File: src/rtl/rx_flow_pkg.sv
package rx_flow_pkg;
  typedef enum logic {
    CHR_XON  = 1'b0,
    CHR_XOFF = 1'b1
  } flow_chr_e;
endpackage

File: src/rtl/rx_flow_levels.sv
module rx_flow_levels #(
  parameter int CNT_W    = 7,
  parameter int CODE_W   = 4,
  parameter int SCALE_SH = 2
) (
  input  logic [CNT_W-1:0]    count,
  input  logic [2*CODE_W-1:0] cfg,
  output logic                pause_hit,
  output logic                cont_hit
);
  localparam int LVL_W = CODE_W + SCALE_SH;

  logic [CNT_W-1:0] pause_lvl;
  logic [CNT_W-1:0] cont_lvl;

  always_comb begin
    pause_lvl = CNT_W'({cfg[CODE_W-1:0], {SCALE_SH{1'b0}}});
    cont_lvl  = CNT_W'({cfg[2*CODE_W-1:CODE_W], {SCALE_SH{1'b0}}});
    pause_hit = (count >= pause_lvl);
    cont_hit  = (count <= cont_lvl);
  end

  always_comb begin
    assert (LVL_W <= CNT_W) else $error("level width exceeds count width");
  end
endmodule

File: src/rtl/rx_flow_state.sv
module rx_flow_state (
  input  logic clk,
  input  logic rst,
  input  logic pause_hit,
  input  logic cont_hit,
  output logic throttled,
  output logic thr_next,
  output logic changed
);
  always_comb begin
    thr_next = throttled;
    if (pause_hit)     thr_next = 1'b1;
    else if (cont_hit) thr_next = 1'b0;
    changed = (thr_next != throttled);
  end

  always_ff @(posedge clk) begin
    if (rst) throttled <= 1'b0;
    else     throttled <= thr_next;
  end

  AST_PAUSE_SETS: assert property (@(posedge clk) disable iff (rst)
    pause_hit |=> throttled);
  AST_CONT_CLEARS: assert property (@(posedge clk) disable iff (rst)
    (!pause_hit && cont_hit) |=> !throttled);
  AST_HOLD_BETWEEN: assert property (@(posedge clk) disable iff (rst)
    (!pause_hit && !cont_hit) |=> $stable(throttled));
endmodule

File: src/rtl/rx_flow_chr.sv
module rx_flow_chr
  import rx_flow_pkg::*;
(
  input  logic      clk,
  input  logic      rst,
  input  logic      inband_en,
  input  logic      changed,
  input  logic      thr_next,
  input  logic      ack,
  output logic      req,
  output flow_chr_e sel
);
  always_ff @(posedge clk) begin
    if (rst) begin
      req <= 1'b0;
      sel <= CHR_XON;
    end else if (!inband_en) begin
      req <= 1'b0;
    end else if (changed) begin
      req <= 1'b1;
      sel <= thr_next ? CHR_XOFF : CHR_XON;
    end else if (req && ack) begin
      req <= 1'b0;
    end
  end

  AST_REQ_ON_CHANGE: assert property (@(posedge clk) disable iff (rst)
    (inband_en && changed) |=> req);
  AST_REQ_HELD: assert property (@(posedge clk) disable iff (rst)
    (inband_en && req && !ack && !changed) |=> (req && $stable(sel)));
  AST_REPLACE_SEL: assert property (@(posedge clk) disable iff (rst)
    (inband_en && changed && req) |=> (req && sel != $past(sel)));
  AST_NO_REQ_OFF: assert property (@(posedge clk) disable iff (rst)
    !inband_en |=> !req);
endmodule

File: src/rtl/rx_flow_throttle.sv
module rx_flow_throttle #(
  parameter int CNT_W    = 7,
  parameter int CODE_W   = 4,
  parameter int SCALE_SH = 2
) (
  input  logic                clk,
  input  logic                rst,
  input  logic [CNT_W-1:0]    rx_count,
  input  logic [2*CODE_W-1:0] thr_cfg,
  input  logic                pin_en,
  input  logic                inband_en,
  input  logic                chr_ack,
  output logic                rts_n,
  output logic                chr_req,
  output logic                chr_sel
);
  import rx_flow_pkg::*;

  logic      pause_hit, cont_hit;
  logic      throttled, thr_next, changed;
  flow_chr_e sel_q;

  rx_flow_levels #(.CNT_W(CNT_W), .CODE_W(CODE_W), .SCALE_SH(SCALE_SH)) u_levels (
    .count     (rx_count),
    .cfg       (thr_cfg),
    .pause_hit (pause_hit),
    .cont_hit  (cont_hit)
  );

  rx_flow_state u_state (
    .clk       (clk),
    .rst       (rst),
    .pause_hit (pause_hit),
    .cont_hit  (cont_hit),
    .throttled (throttled),
    .thr_next  (thr_next),
    .changed   (changed)
  );

  rx_flow_chr u_chr (
    .clk       (clk),
    .rst       (rst),
    .inband_en (inband_en),
    .changed   (changed),
    .thr_next  (thr_next),
    .ack       (chr_ack),
    .req       (chr_req),
    .sel       (sel_q)
  );

  assign chr_sel = (sel_q == CHR_XOFF);

  always_ff @(posedge clk) begin
    if (rst) rts_n <= 1'b0;
    else     rts_n <= pin_en & thr_next;
  end

  AST_RTS_OFF_LOW: assert property (@(posedge clk) disable iff (rst)
    !pin_en |=> !rts_n);
  AST_RTS_TRACKS: assert property (@(posedge clk) disable iff (rst)
    pin_en |=> (rts_n == throttled));
  AST_RTS_RESET: assert property (@(posedge clk)
    $past(rst) |-> (!rts_n && !chr_req));
endmodule

File: config.mk
export PLATFORM = sky130hd
export DESIGN_NAME = rx_flow_throttle
export DESIGN_NICKNAME = d
export VERILOG_FILES = /design/src/rtl/rx_flow_pkg.sv /design/src/rtl/rx_flow_levels.sv /design/src/rtl/rx_flow_state.sv /design/src/rtl/rx_flow_chr.sv /design/src/rtl/rx_flow_throttle.sv
export SDC_FILE = /design/constraint.sdc
export NUM_CORES = 1
export LEC_CHECK = 0
export ABC_AREA = 1
export BUFFER_PORTS_ARGS = -buffer_cell sky130_fd_sc_hd__buf_2
export CORE_UTILIZATION = 30
export CTS_CLUSTER_SIZE = 16
export DETAILED_ROUTE_END_ITERATION = 12
export GPL_TIMING_DRIVEN = 0
export SLEW_MARGIN = 20
export SYNTH_ARGS = -nofsm -noshare
export SYNTH_HDL_FRONTEND = slang
export SYNTH_HIERARCHICAL = 1
export SYNTH_SLANG_ARGS = --single-unit
export TNS_END_PERCENT = 10
File: constraint.sdc
create_clock -name clk -period 3.2 [get_ports clk]
set_input_delay 0.96 -clock clk [delete_from_list [all_inputs] [get_ports clk]]
set_output_delay 0.96 -clock clk [all_outputs]
set_load 0.01 [all_outputs]
Word-level counts from Yosys, hierarchy flattened:

Cells that the tools add are included.

* input port bits: 20
* flip-flop bits (word level): 4
* output and inout port bits: 3
* word-level logic and storage cells: 18

* equal/unequal tests: 1
* bitwise gates (word level): 2
* reductions and logical operators: 4
* muxes and demuxes: 5
* order comparisons: 2

Operators with widths (count)
* 7-bit by 6-bit >= comparator with 1-bit output: 1
* 7-bit by 6-bit less-or-equal comparator with 1-bit output: 1
* 1-bit 2-to-1 mux: 5
* 2-bit AND reduction: 1
* 2-bit nonzero test: 1
* 2-bit OR reduction: 1
* 1-bit bitwise AND: 1
* 1-bit logical AND: 1
* 1-bit inequality test: 1
* 1-bit NOT: 1

Depth between registers and ports, before layout:

* depth after elaboration: 5
* depth in mapped cells: 13
* mapped depth without buffers: 13

Hierarchy:

The synthesis kept the hierarchy.

Modules (own cells, without submodules)
* rx_flow_levels: seq. area each 0.0 um2, area an instance 237.7 um2, times used 1, cells each 41
* rx_flow_chr: seq. area each 40.0 um2, area an instance 82.6 um2, times used 1, cells each 13
* rx_flow_state: seq. area each 20.0 um2, area an instance 53.8 um2, times used 1, cells each 8
* rx_flow_throttle: seq. area each 20.0 um2, area an instance 30.0 um2, times used 1, cells each 3

Least setup slack after synthesis:

No wires, ideal clock.

* kind: input to register
* start point: input thr_cfg[2]
* end point: register u_chr.sel
* buffers on the path: 0
* stages: 12
* required time: 3.087 ns
* setup slack: 1.102 ns
* library setup time: 0.113 ns
* data arrival time: 1.985 ns
* cell sequence: inv_1 > ha_1 > nand2_1 > nand2_1 > a21oi_2 > nand2_1 > inv_1 > nand3_1 > o21ai_0 > nand2_1 > nor2_1 > nor2_1

* word-level cells in the longest chain between the ends: 4
* elaborated cells between the ends (all ways): 5
* those cells by class: 1 x order compare; 1 x eq/ne; 2 x mux; 1 x reduce/logical

RTL lines
* from (decl): RTL line rx_flow_throttle.sv:9 `input logic [2*CODE_W-1:0] thr_cfg,`
* 7-bit by 6-bit >= comparator with 1-bit output: RTL line rx_flow_levels.sv:19 `pause_hit = (count >= pause_lvl);`
* via pause_hit: RTL line rx_flow_throttle.sv:19 `logic pause_hit, cont_hit;`
* 1-bit 2-to-1 mux: RTL line rx_flow_state.sv:12 `if (pause_hit) thr_next = 1'b1;`
* 1-bit inequality test: RTL line rx_flow_state.sv:14 `changed = (thr_next != throttled);`
* via changed: RTL line rx_flow_throttle.sv:20 `logic throttled, thr_next, changed;`
* 2-bit AND reduction (no source line)
* to (signal assigned): RTL line rx_flow_chr.sv:21 `sel <= thr_next ? CHR_XOFF : CHR_XON;`
* to (decl): RTL line rx_flow_chr.sv:11 `output flow_chr_e sel`

The timed path passes the listed nets, and every way through them passes these cells.
A chain may end at the register's enable or synchronous reset.

Worst setup path in the final report:

* start point: input rx_count[4]
* end point: register u_chr.sel

* elaborated cells between the ends (all ways): 7
* those cells by class: 2 x order compare; 1 x eq/ne; 3 x mux; 1 x reduce/logical

RTL lines
* from (decl): RTL line rx_flow_throttle.sv:8 `input logic [CNT_W-1:0] rx_count,`
* 7-bit by 6-bit >= comparator with 1-bit output: RTL line rx_flow_levels.sv:19
* via pause_hit: RTL line rx_flow_throttle.sv:19
* 1-bit 2-to-1 mux: RTL line rx_flow_state.sv:12
* 1-bit inequality test: RTL line rx_flow_state.sv:14
* via changed: RTL line rx_flow_throttle.sv:20
* 2-bit AND reduction (no source line)

The timed path passes the listed nets, and every way through them passes these cells.

==> qor.yml <==
yosys-top-cells-count: "nand2_1 (18), inv_1 (17), ha_1 (8)"
cpMostUsedCell: "nand2_1"
grt_pass1_wl_mm: 1.23
syn_to_final_growth_pct: 37.2
cts.sinks: 4
gp_congestion: 0.670
cts_hold_buf: 0
die_h_um: 38.7
async_flop_share_pct: 0
final_nets: 120
drc: 0
clk_pin_slew_worst_paths_ns: 0.03
synth_area_leader_cell: "ha_1"
synth.yosys.seq_area_share_pct: 19.8
wl_per_cell_um: 7.00
vdd_drop_max_mv: 0.170
r2r-start: "u_state/throttled"
cp_top_family: "simple AND/OR/NAND/NOR gates"
crit_chain: "buf_2 > ha_1 > nand2_1 > nand2_1 > a21oi_2 > nand2_1 > inv_1 > nand3_1 > o21ai_0 > nand2_1 > nand2_1 > nand2_1 > nor2_1"
antenna_found_initial: 0
syn_area_um2: 404
pin_count: 23
worstSetupStartpoint: "rx_count[4]"
max_freq_mhz: 476
finalHoldViolCount: 0
synth_cell_types: 12
yosysMostFrequentCell: "nand2_1"
cts_tree: "done"
grt_overflow: 0
grt_usage_pct: 12.0
hpwl_um: 678
clockBufferDepth: 2
drv_cap: 0
cp-end-kind: "register"
cts_root_buf: "clkbuf_4"
power-per-cell-area_nw_per_um2: 303
slew_viol_final: 0
finalCriticalPeriod_ns: 2.10
numCtsBuffers: 3
leakage_nw: 0.357
rsz0062_at_grt: "no"
worstPathRequired_ns: 3.36
portBuffers: 22
cp.arrival_ns: 2.26
drive_gt1_share_pct: 31.1
drtPass1Iterations: 2
finalCritPeriodShare_pct: 65.7
antenna_left: 0
ctsResizeCount: 0
first_iter_violations: 5
synth.avg_cell_area_um2: 6.22
insertion_delay_ns: 0.23
core_area_um2: 1170
synth_ff_type: "dfxtp_1"
synthCells: 65
cts_setup_buffers: 0
worst-setup-path-type: "in -> reg"
finClkSkew_ns: 0.000207
n_antenna_cell: 0
start_util_pct: 34.5
synthTopCellsByArea: "ha_1 (25%), dfxtp_1 (20%), nand2_1 (17%)"
cp-start-kind: "input pin"
yosysWarnings: 6
p_total_mw: 0.168
grt_pass1_vias: 349
relSlewSlack_pct: 83.7
synth_edf_count: 0
critPathMaxStageDelay_ns: 0.30
synth_nets: 93
vias_per_cell: 4.14
cp_num_buf_inv: 2
min-delay-start: "u_chr/req"
synth-seq-cells: 4
die_area_um2: 1500
cp_slowest_cell: "ha_1"
wl_um: 728
netlist.area_leader.share_pct: 24.8
status: "completed"
final.setup.tns_ns: 0
setup_violations: 0
die_w_um: 38.7
rows: 12
grt_max_degree: 5
h-tree-depth: 1
hp-class: "reg -> reg"
path_max_fanout: 4
vias: 431
tightest_slew_ns: 0.242
==> worst register-to-register path, stage by stage (launching register included) <==
cell	delay, ns
dfxtp_1	0.31
o21ai_0	0.24
nand2_1	0.11
nand2_1	0.07
nand2_1	0.04
nor2_1	0.08
==> cells in the final DEF (no fill, tap or decap), drive strengths merged <==
cell type,instances
a21oi,3
buf,22
clkbuf,3
dfxtp,4
ha,8
inv,17
nand2,18
nand3,4
nand4,1
nor2,8
o21ai,1
or2,1
==> cells by family after synthesis <==
kind of cell             after synthesis  share of synthesized area (%)
AND/OR/NAND/NOR                       32                           32.8
buffers and inverters                 17                           15.8
adder cells (fa/ha/maj)                8                           24.8
AO/OA/AOI/OAI                          4                           6.81
flip-flops                             4                           19.8
==> worst paths after layout <==
check	endpoint	slack, ns	cells after the start
max	u_chr/sel	1.10	13
min	u_chr/req	0.49	2
max reg2reg	u_chr/sel	2.29	5
min reg2reg	u_chr/req	0.49	2
==> state kept, by name, summed over array words and instances, names as in the netlist <==
signal	count
rts_n	1
u_chr/req	1
u_chr/sel	1
u_state/throttled	1
==> where the power goes <==
part / internal, mW / switching, mW
Clock: 0.0417 / 0.0176
Sequential: 0.0542 / 0.00156
Combinational: 0.0246 / 0.0282
==> cell type report <==
type / instances / area (µm²)
inverter: 17 / 63.8
clock buffer: 3 / 22.5
timing repair buffer: 22 / 110
fill: 129 / 617
multi-input combinational: 44 / 260
tap: 14 / 17.5
sequential: 4 / 80.1
==> layer usage <==
metal	global-route usage (%)	wire length (µm)
met5	0	0
met1	14.7	330
met4	2.59	0
met2	17.9	348
met3	6.94	49
==> metrics by stage <==
stage | cells | cell area, µm² | hold WS (ns) | worst slack (ns) | util, %
2_1_floorplan | 65 | 404 | 0.472 | 1.10 | -
3_3_place_gp | 101 | 532 | 0.468 | 0.862 | 45.4
3_5_place_dp | 101 | 532 | 0.488 | 0.855 | 45.4
4_1_cts | 104 | 554 | 0.500 | 1.10 | 47.3
5_1_grt | 104 | 554 | 0.523 | 0.985 | 47.3
6_report | 104 | 554 | 0.493 | 1.10 | 47.3
No activity file was read; power rests on OpenSTA's default activity.
